## config.mk

```make
export PLATFORM = sky130hd
export DESIGN_NAME = nrz_bitclk_recover
export DESIGN_NICKNAME = d
export VERILOG_FILES = /design/src/rtl/nrzr_pkg.sv /design/src/rtl/nrzr_sync.sv /design/src/rtl/nrzr_edge_filter.sv /design/src/rtl/nrzr_phase_ctr.sv /design/src/rtl/nrz_bitclk_recover.sv
export SDC_FILE = /design/constraint.sdc
export NUM_CORES = 1
export LEC_CHECK = 0
export CAP_MARGIN = 20
export CORE_AREA = 5 5 42 44
export DETAILED_ROUTE_END_ITERATION = 8
export DIE_AREA = 0 0 47 49
export GPL_TIMING_DRIVEN = 0
export SLEW_MARGIN = 20
export SYNTH_ARGS = -nofsm -noshare
export SYNTH_HDL_FRONTEND = slang
export SYNTH_SLANG_ARGS = --single-unit
```

## constraint.sdc

```tcl
create_clock -name clk -period 1.9 [get_ports clk]
set_input_delay 0.38 -clock clk [delete_from_list [all_inputs] [get_ports clk]]
set_output_delay 0.38 -clock clk [all_outputs]
set_load 0.1 [all_outputs]
```

## src/rtl/nrzr_pkg.sv

```systemverilog
// Package: shared defaults for the NRZ bit-clock recovery block.
// Assumes: oversampling is a power of two, and history and synchroniser depths are at least 2.
package nrzr_pkg;
    localparam int OVERSAMPLE_DEF  = 16;
    localparam int SYNC_STAGES_DEF = 2;
    localparam int HIST_DEPTH_DEF  = 2;
endpackage

```

## src/rtl/nrzr_sync.sv

```systemverilog
// Module: multi-flop synchroniser bringing the raw line into the sampling clock domain.
// Assumes: STAGES >= 2. Reset preloads every stage with the present line level,
// so that leaving reset shows no spurious change.
module nrzr_sync #(
    parameter int STAGES = nrzr_pkg::SYNC_STAGES_DEF
) (
    input  logic clk,
    input  logic rst_n,
    input  logic din,
    output logic dout
);
    logic [STAGES-1:0] pipe_q;

    // Shift the line level through the synchroniser chain.
    always_ff @(posedge clk) begin
        if (!rst_n) pipe_q <= {STAGES{din}};
        else        pipe_q <= {pipe_q[STAGES-2:0], din};
    end

    assign dout = pipe_q[STAGES-1];
endmodule

```

## src/rtl/nrzr_edge_filter.sv

```systemverilog
// Module: glitch-screening transition detector.
// It flags a transition when every entry of the sample history agrees and the
// current synchronised sample differs from them.
// Assumes: DEPTH >= 2. Reset loads the history with the current sample.
module nrzr_edge_filter #(
    parameter int DEPTH = nrzr_pkg::HIST_DEPTH_DEF
) (
    input  logic clk,
    input  logic rst_n,
    input  logic cur_i,
    output logic edge_o
);
    logic [DEPTH-1:0] hist_q;   // hist_q[0] is the most recent past sample

    // Keep the last DEPTH synchronised samples.
    generate
        for (genvar g = 0; g < DEPTH; g++) begin : g_hist
            always_ff @(posedge clk) begin
                if (!rst_n)      hist_q[g] <= cur_i;
                else if (g == 0) hist_q[g] <= cur_i;
                else             hist_q[g] <= hist_q[(g == 0) ? 0 : g-1];
            end
        end
    endgenerate

    // Accept only a change that follows a settled history.
    always_comb begin
        edge_o = (hist_q == {DEPTH{hist_q[0]}}) && (cur_i != hist_q[0]);
    end

    // a change immediately after an accepted one is never accepted.
    assert_no_back2back_R2: assert property (@(posedge clk) disable iff (!rst_n)
        edge_o |=> !edge_o);
endmodule

```

## src/rtl/nrzr_phase_ctr.sv

```systemverilog
// Module: phase counter, mid-bit strobe and data capture.
// It realigns to zero on an accepted edge, otherwise advances and wraps.
// The strobe and the data bit are registered on the same edge.
// Assumes: OVERSAMPLE >= 4, and edge_i comes straight from the filter.
module nrzr_phase_ctr #(
    parameter int OVERSAMPLE = nrzr_pkg::OVERSAMPLE_DEF
) (
    input  logic clk,
    input  logic rst_n,
    input  logic edge_i,
    input  logic data_i,
    output logic stb_o,
    output logic bit_o
);
    localparam int W = $clog2(OVERSAMPLE);
    localparam logic [W-1:0] LAST = W'(OVERSAMPLE - 1);
    localparam logic [W-1:0] MID  = W'(OVERSAMPLE / 2 - 1);

    logic [W-1:0] cnt_q, cnt_nxt;
    logic         stb_q, bit_q;

    // Next phase: realignment has priority over advancing and wrapping.
    always_comb begin
        if (edge_i)              cnt_nxt = '0;
        else if (cnt_q == LAST)  cnt_nxt = '0;
        else                     cnt_nxt = cnt_q + W'(1);
    end

    // Phase register.
    always_ff @(posedge clk) begin
        if (!rst_n) cnt_q <= '0;
        else        cnt_q <= cnt_nxt;
    end

    // Strobe while the phase sits at mid-bit, and capture the bit with it.
    always_ff @(posedge clk) begin
        if (!rst_n) begin
            stb_q <= 1'b0;
            bit_q <= 1'b0;
        end else begin
            stb_q <= (cnt_nxt == MID);
            if (cnt_nxt == MID) bit_q <= data_i;
        end
    end

    assign stb_o = stb_q;
    assign bit_o = bit_q;

    // an accepted edge zeroes the phase on the next clock edge.
    assert_realign_R3: assert property (@(posedge clk) disable iff (!rst_n)
        edge_i |=> (cnt_q == '0));
    // phase advances by one when there is no edge and no wrap.
    assert_advance_R4: assert property (@(posedge clk) disable iff (!rst_n)
        (!edge_i && cnt_q != LAST) |=> (cnt_q == $past(cnt_q) + W'(1)));
    // phase wraps from the top state to zero.
    assert_wrap_R4: assert property (@(posedge clk) disable iff (!rst_n)
        (!edge_i && cnt_q == LAST) |=> (cnt_q == '0));
    // the strobe is only ever seen at the mid phase.
    assert_strobe_mid_R4: assert property (@(posedge clk) disable iff (!rst_n)
        stb_q |-> (cnt_q == MID));
    // the data bit moves only together with a strobe.
    assert_bit_with_strobe_R6: assert property (@(posedge clk) disable iff (!rst_n)
        !$stable(bit_q) |-> stb_q);
endmodule

```

## src/rtl/nrz_bitclk_recover.sv

```systemverilog
// Module: top of the oversampled NRZ bit-clock recovery block.
// Chain: synchroniser, then edge filter, then phase counter with strobe.
// Assumes: clk runs at OVERSAMPLE times the nominal bit rate, and rst_n is synchronous and active low.
module nrz_bitclk_recover #(
    parameter int OVERSAMPLE  = nrzr_pkg::OVERSAMPLE_DEF,
    parameter int SYNC_STAGES = nrzr_pkg::SYNC_STAGES_DEF,
    parameter int HIST_DEPTH  = nrzr_pkg::HIST_DEPTH_DEF
) (
    input  logic clk,
    input  logic rst_n,
    input  logic line_in,
    output logic sample_stb,
    output logic sample_bit
);
    logic line_sync;
    logic edge_ok;

    nrzr_sync #(.STAGES(SYNC_STAGES)) u_sync (
        .clk  (clk),
        .rst_n(rst_n),
        .din  (line_in),
        .dout (line_sync)
    );

    nrzr_edge_filter #(.DEPTH(HIST_DEPTH)) u_filt (
        .clk   (clk),
        .rst_n (rst_n),
        .cur_i (line_sync),
        .edge_o(edge_ok)
    );

    nrzr_phase_ctr #(.OVERSAMPLE(OVERSAMPLE)) u_phase (
        .clk   (clk),
        .rst_n (rst_n),
        .edge_i(edge_ok),
        .data_i(line_sync),
        .stb_o (sample_stb),
        .bit_o (sample_bit)
    );
endmodule

```

Word-level counts from Yosys, hierarchy flattened

Cells that the tools add are included.

Register bits: 10
Input bits: 3
Word-level logic and storage cells: 16

$add $sub $neg: 1
Reduce and logical (&&, ||, !) cells: 1
Eq/ne operators: 4
Muxes and demuxes: 4

Operator list:

| kind                                           | number |
|---|---|
| two-way mux 4 bit                              | 2 |
| adder 4 x 1 -> 4 bit (second input constant)   | 1 |
| == test 4 x 3 -> 1 bit (second input constant) | 1 |
| == test 4 bit (second input constant)          | 1 |
| two-way mux 2 bit                              | 1 |
| == test 1 bit                                  | 1 |
| logical AND 1 bit                              | 1 |
| two-way mux 1 bit                              | 1 |
| != test 1 bit                                  | 1 |

Longest topological paths before layout

Gate-level depths: netlist of the first run.

Word-level depth: 4
Depth in mapped cells: 5
Gate-level depth less buffers: 5

Cells and area by module

Synthesis of the first run repeated with hierarchy kept, for this count alone.

Cells, all modules: 33
Area, all modules: 371.6 um2

By module, submodules not included:

| module           | instances | area each (um2) | sequential area each (um2) | cells each |
|---|---|---|---|---|
| nrzr_phase_ctr   | 1         | 239.0           | 120.1                      | 24 |
| nrzr_edge_filter | 1         | 77.6            | 40.0                       | 6 |
| nrzr_sync        | 1         | 55.1            | 40.0                       | 3 |

Least setup slack after synthesis of the first run

OpenSTA, ideal clock, no wires.

Kind: register -> register
Start point: reg, netlist name u_phase.bit_o
End point: reg u_phase.bit_q, in the netlist u_phase.bit_o
Stages on the path, launching flop included: 4
Library setup time: 0.074 ns
Data required time: 1.826 ns
Arrival time: 1.375 ns
Path buffers: 0
Path slack: 0.451 ns
Period minus slack after synthesis: 1.449 ns
Path through: dfxtp_1 -> a21boi_0 -> a31oi_1 -> a31oi_1

RTL lines:

| what                 | RTL line             | RTL |
|---|---|---|
| to (signal assigned) | nrzr_phase_ctr.sv:42 | `if (cnt_nxt == MID) bit_q <= data_i;` |
| to (decl)            | nrzr_phase_ctr.sv:20 | `logic stb_q, bit_q;` |

Final worst setup path of the first run

Start point: reg u_phase.bit_q, in the netlist u_phase.bit_o
End point: out sample_bit

RTL lines:

| what      | RTL line                 | RTL |
|---|---|---|
| to (decl) | nrz_bitclk_recover.sv:13 | `output logic sample_bit` |

No word-level cell between the ends.

==> summary.md, run 1 <==
| Metric | Value |
|---|---|
| Status | `complete, no violations` |
| Area grow syn2layout | `21.19%` |
| Met1 usage | `0.07778` |
| WS Path Type | `reg2out` |
| FMAX | `0.5443 GHz` |
| Ys Warns | `0` |
| Most numerous cell in the Yosys netlist | `dfxtp_1` |
| Drt wl/cell | `8.864 um` |
| Router iterations before antenna repair | `2` |
| Maximum vdd drop | `441.5 uV` |
| Actual slew at the worst max-slew pin | `0.9505 ns` |
| Reg-to-reg critical path endpoint | `u_phase.bit_o$_SDFFE_PN0N_` |
| Placed instance area | `437.9 um2` |
| Post-synthesis adder-cell area fraction | `0.03311` |
| First-pass GRT wire length | `938 um` |
| Largest family of logic cells by synthesized area | `simple AND/OR/NAND/NOR gates` |
| R2r setup slk | `0.54 ns` |
| Num CTS Buffers | `3` |
| Starting Density | `0.2696` |
| Cells along the critical path | `dlygate4sd2_1` |
| Busiest grt layer | `met1` |
| Largest net degree at the start of global routing | `6` |
| Critical path arrival | `1.46 ns` |
| Rows | `14` |
| Die W | `47 um` |
| Overall routing resource usage | `0.05795` |
| Die area | `2303 um2` |
| Nets | `49` |
| CTS root buf | `clkbuf_4` |
| Clk sink count | `10` |
| Vias in the first global route | `243` |
| Clk slew on worst S/H paths | `0.06 ns` |
| Min-Delay Endpoint | `u_filt.hist_q[0]$_DFF_P_` |
| Cell Area, Synth | `377.9 um2` |
| Simple-gate share of the synthesized area | `0.1821` |
| Port bufs | `4` |
| CTS H-tree lvls | `1` |
| Antenna fix cells | `0` |
| Pwr Density | `912.9 nW/um2` |
| Clk Latency, worst-skew pair | `0.25 ns` |
| Grt ovf | `0` |
| Hold Path Class | `reg2reg` |
| Slew Limit Fails | `0` |
| Layout Skew | `0.005523 ns` |
| Vias per inst | `4.525` |
| Leading register cell type out of synthesis | `dfxtp_1` |
| Area share of xor/xnor cells in the synthesized design | `0.02318` |
| Initial antenna violation count | `0` |
| Ys async rst share | `0` |
| Setup TNS | `0 ns` |
| CP peak stage delay | `0.86 ns` |
| Endpoints failing setup | `0` |
| #FFs+latches synth | `10` |
| # IOs | `5` |
| Post-synth EDFFs | `0` |
| Core area | `1401 um2` |
| Maximum buffer depth of the clock tree | `2` |
| Final Total Pwr | `0.4180 mW` |
| Min cycle time layout | `1.837 ns` |
| Drt initial violations | `1` |
| R2R Path Start | `u_phase.cnt_q[0]$_SDFF_PN0_` |
| Leakage | `0.1751 nW` |
| Leading area contributor after synthesis | `dfxtp_1` |
| Fin area | `457.9 um2` |
| Fraction of layout instances using a drive strength above 1 | `0.1395` |
| CP delay by family, top | `buffers and inverters` |
| Synth top area cells | `dfxtp_1, nor4_4, inv_1` |
| Required time worst endpoint | `1.52 ns` |
| Startpoint types | `flop` |
| Synth unique cells | `19` |
| DRT Wirelength | `523 um` |
| GR Util met3 | `0.04428` |
| CP bufs+invs | `1` |
| Crit. End Element | `primary output` |
| RSZ-0062 raised after global routing | `false` |
| Mapped Cells | `36` |
| Multiplexer share of the synthesized area | `0.02980` |
| Final period utilization | `0.9670` |
| Hold buffers post-CTS | `0` |
| CTS tree | `built` |
| Worst-path cell with the longest stage delay | `dlygate4sd2_1` |
| Synth top cells by count | `dfxtp_1, inv_1` |
| Final GP Congestion | `0.6356` |
| Grt met2 use | `0.06561` |
| Remaining DRCs | `0` |
| Max_cap viols | `0` |
| Hold Crit Depth | `0` |
| Syn Nets | `40` |
| Path depth of the worst reg2reg path | `5` |
| Die height | `49 um` |
| Via count | `267` |
| Max FO, Critical Path | `3` |
| Synth Area in Compound Gates | `0.1623` |
| Fillcell total | `157` |
| Post-synth top area share | `0.5298` |
| Syn avg cell area | `10.50 um2` |
| Hold Startpoint | `u_sync.pipe_q[1]$_DFF_P_` |
| Hpwl dp | `420.8 um` |
| Rel. slew slack | `0.3688` |
| DRT antenna net count | `0` |
| Finished Core Util | `0.3268` |
| Hold Violations, Final | `0` |
| Seq/Total Area, Yosys | `0.5298` |
==> timing repair <==
item,CTS,global route
gates resized for setup,2,0
setup endpoints to repair,2,0
buffers inserted,0,0
==> flip-flops by register name, indices dropped and copies added, names as in the netlist <==
register / flops
u_phase.cnt_q: 4
u_filt.hist_q: 2
u_sync.pipe_q: 2
u_phase.bit_o: 1
u_phase.stb_o: 1
==> logic make-up after synthesis <==
family,count (synthesis)
and+or+nand+nor,10
DFF,10
AOI/OAI and AO/OA,9
buffers and inverters,4
xor gates and xnor gates,1
muxes,1
adders and majority gates,1
==> power by group <==
part / internal (mW) / switching, mW / leakage, nW
clock: 0.0724 / 0.0596 / 0.0138
combinational: 0.0185 / 0.0307 / 0.0787
sequential: 0.224 / 0.0130 / 0.0826
==> layer usage <==
| metal | vias up | routed length [um] |
|---|---|---|
| li1 | 146 | - |
| met1 | 116 | 266 |
| met2 | 5 | 226 |
| met3 | 0 | 30 |
| met4 | 0 | 0 |
| met5 | - | 0 |
==> metrics by stage <==
stage,worst slack (ns),instances,hold WS (ns)
floorplan,0.4507,36,0.3862
global placement,0.05552,56,0.4068
detailed placement,0.04734,56,0.4048
CTS,0.04329,59,0.4065
global route,0.01401,59,0.4301
finish,0.06273,59,0.4026
==> final cells by class <==
type                            count  area, um2  share of cell area
Tap cell                           16      20.02             0.04372
Clock buffer                        3      22.52             0.04918
Timing Repair Buffer                4      37.54             0.08197
Multi-Input combinational cell     22      162.7              0.3552
Inverter                            4      15.01             0.03279
Sequential cell                    10      200.2              0.4372
==> layout by cell type, fill, tap and decap left out <==
master	n
mux2_2	1
nor2b_1	1
xnor2_1	1
inv_1	4
clkdlybuf4s50_1	2
nor4_4	1
nand2b_1	1
dlygate4sd2_1	2
or3_1	1
o21ai_0	2
nand3_1	1
o211ai_2	1
a31oi_1	2
dfxtp_1	10
nand4b_1	1
a311oi_1	1
clkbuf_4	3
nor2_1	2
a21boi_0	1
a21oi_1	2
nand2_1	2
ha_1	1
==> how the worst max path moves through the flow <==
stage                               startpoint                         end  cells after the start
floorplan           u_phase.bit_o$_SDFFE_PN0N_  u_phase.bit_o$_SDFFE_PN0N_                      3
global placement    u_phase.bit_o$_SDFFE_PN0N_                  sample_bit                      1
detailed placement  u_phase.bit_o$_SDFFE_PN0N_                  sample_bit                      1
CTS                 u_phase.bit_o$_SDFFE_PN0N_                  sample_bit                      1
global route        u_phase.bit_o$_SDFFE_PN0N_                  sample_bit                      1
finish              u_phase.bit_o$_SDFFE_PN0N_                  sample_bit                      1
Power figures use the tool's default switching activity.
==> run 2: changes to the inputs <==
--- a/config.mk
+++ b/config.mk
@@ -10,6 +10,7 @@
 export DETAILED_ROUTE_END_ITERATION = 8
 export DIE_AREA = 0 0 47 49
 export GPL_TIMING_DRIVEN = 0
+export PLACE_DENSITY = 0.46
 export SLEW_MARGIN = 20
 export SYNTH_ARGS = -nofsm -noshare
 export SYNTH_HDL_FRONTEND = slang
==> run 2 against run 1 <==
Effect of this change: die area did not move; flip-flop and latch count did not move; non-clock buffer count unchanged; cell count grew 1.7%; core utilization rose by 1.1 points; largest power group unchanged.
==> summary.md, run 2 (synthesized netlist as in run 1, its figures left out) <==
| Metric | Value |
|---|---|
| Status | `complete, no violations` |
| Crit. End Element | `primary output` |
| DRT antenna net count | `0 (unchanged)` |
| Commonest non-fill, non-tap cell in the layout | `dfxtp_1` |
| Maximum vdd drop | `387.9 uV (-12%)` |
| Hold buffers post-CTS | `0 (unchanged)` |
| CTS root buf | `clkbuf_4` |
| Largest net degree at the start of global routing | `7 (+1)` |
| Max FO, Critical Path | `3 (unchanged)` |
| Clk slew on worst S/H paths | `0.07 ns (about the same)` |
| Rel. slew slack | `0.3685 (-0.0003750)` |
| Finished Core Util | `0.3375 (+0.01071)` |
| DP Worst Slack | `0.04857 ns (+0.001233 ns)` |
| Top Registers | `u_phase.cnt_q: 4 flops, u_filt.hist_q: 2 flops, u_sync.pipe_q: 2 flops` |
| Router iterations before antenna repair | `2 (unchanged)` |
| Max_cap viols | `0 (unchanged)` |
| Via count | `294 (+10%)` |
| CP bufs+invs | `1 (unchanged)` |
| Setup ws final | `0.07190 ns (+0.009165 ns)` |
| CTS H-tree lvls | `1 (unchanged)` |
| Pwr Density | `1011 nW/um2 (+11%)` |
| Layout Skew | `0.003313 ns (-0.002211 ns)` |
| Slew Limit Fails | `0 (unchanged)` |
| Initial antenna violation count | `0 (unchanged)` |
| Postcts setup bufs | `0 (unchanged)` |
| # IOs | `5 (unchanged)` |
| Endpoints failing setup | `0 (unchanged)` |
| Highest-count cells in the layout ignoring fill and taps | `dfxtp_1, inv_1, clkbuf_4` |
| FMAX | `0.5470 GHz (+0.50%)` |
| Max reg flops | `4 (unchanged)` |
| Non-Filler Instances | `60 (+1.7%)` |
| Num CTS Buffers | `3 (unchanged)` |
| First-pass GRT wire length | `1.255 mm (+34%)` |
| Starting Density | `0.2696 (unchanged)` |
| Vias per inst | `4.900 (+8.3%)` |
| Worst-path cell with the longest stage delay | `clkdlybuf4s15_1` |
| Die height | `49 um (unchanged)` |
| Hold Path Class | `reg2reg` |
| Leakage | `0.1787 nW (+2.1%)` |
| CTS tree | `built` |
| Drt initial violations | `3 (+2)` |
| Area grow syn2layout | `25.17%` |
| Final GP Congestion | `0.6499 (+2.2%)` |
| Min Hold Slack | `0.4366 ns (+0.03396 ns)` |
| Rows | `14 (unchanged)` |
| Hpwl dp | `550.4 um (+31%)` |
| Setup TNS | `0 ns (unchanged)` |
| Remaining DRCs | `0 (unchanged)` |
| Cells along the critical path | `clkdlybuf4s15_1` |
| R2r setup slk | `0.45 ns (-0.09 ns)` |
| CP delay by family, top | `buffers and inverters` |
| Port bufs | `4 (unchanged)` |
| Clk sink count | `10 (unchanged)` |
| Antenna fix cells | `0 (unchanged)` |
| Die W | `47 um (unchanged)` |
| Actual slew at the worst max-slew pin | `0.9511 ns (+0.0005645 ns)` |
| Largest Register | `u_phase.cnt_q` |
| CP peak stage delay | `0.83 ns (-0.03 ns)` |
| Clk Latency, worst-skew pair | `0.26 ns (about the same)` |
| Overall routing resource usage | `0.07757 (+0.01962)` |
| RSZ-0062 raised after global routing | `false` |
| Vias in the first global route | `320 (+32%)` |
| Nets | `49 (unchanged)` |
| Drt wl/cell | `11.88 um (+34%)` |
| Hold Violations, Final | `0 (unchanged)` |
| Fraction of layout instances using a drive strength above 1 | `0.1591 (+0.01956)` |
| Die area | `2303 um2 (unchanged)` |
| Final period utilization | `0.9622 (-0.004824)` |
| Core area | `1401 um2 (unchanged)` |
| Fillcell total | `160 (+1.9%)` |
| WS Path Type | `reg2out` |
| Maximum buffer depth of the clock tree | `2 (unchanged)` |
| Required time worst endpoint | `1.52 ns (about the same)` |
| Startpoint types | `flop` |
| Placed insts | `56 (unchanged)` |
| Grt ovf | `0 (unchanged)` |
| Min cycle time layout | `1.828 ns (-0.009165 ns)` |
| Critical path arrival | `1.45 ns (about the same)` |
| DRT Wirelength | `713 um (+36%)` |
-- run 2: changes by cell type in the layout (fill, tap and decap cells not counted), sizes merged --
cell | before | now
clkbuf | 3 | 4
clkdlybuf4s15 | 0 | 1
dlygate4sd2 | 2 | 1
-- run 2: cell type report --
class	count	area (um2)	share of cell area
flip-flops and latches	10	200.2	0.4233
clock buffers	4	36.28	0.07672
multi-input cells	22	162.7	0.3439
repair buffers	4	38.79	0.08201
inverters	4	15.01	0.03175
well taps	16	20.02	0.04233
-- run 2: worst paths after layout --
check / startpoint / end / cells past startpoint
setup / recovery: u_phase.bit_o$_SDFFE_PN0N_ / sample_bit / 1
hold / removal: u_sync.pipe_q[1]$_DFF_P_ / u_filt.hist_q[0]$_DFF_P_ / 0
setup reg to reg: u_phase.cnt_q[0]$_SDFF_PN0_ / u_phase.bit_o$_SDFFE_PN0N_ / 5
hold reg to reg: u_sync.pipe_q[1]$_DFF_P_ / u_filt.hist_q[0]$_DFF_P_ / 0
-- run 2: per-stage QoR --
step | cell area [um2] | power [mW]
after global placement | 437.9 | 0.2902
final | 473.0 | 0.4780
after CTS | 471.7 | 0.4818
after floorplan | 377.9 | 0.2776
after global routing | 473.0 | 0.5009
after detailed placement | 437.9 | 0.2957
-- run 2: per-layer routing --
metal | vias to the layer above | part of all wire | track usage
met3 | 0 | 0.032 | 0.03321
met1 | 145 | 0.38 | 0.06623
met4 | 0 | 0 | 0.04147
li1 | 146 | - | -
met2 | 3 | 0.59 | 0.1403
met5 | - | 0 | 0
-- run 2: what timing repair did --
action	4_1_cts	5_1_grt
resized for setup	2	1
gates cloned	0	0
endpoints found under the setup margin	2	1
-- run 2: where the power goes --
| part | switching (mW) | internal, mW |
|---|---|---|
| combinational | 0.0330 | 0.0188 |
| clock | 0.0716 | 0.116 |
| sequential | 0.0147 | 0.224 |
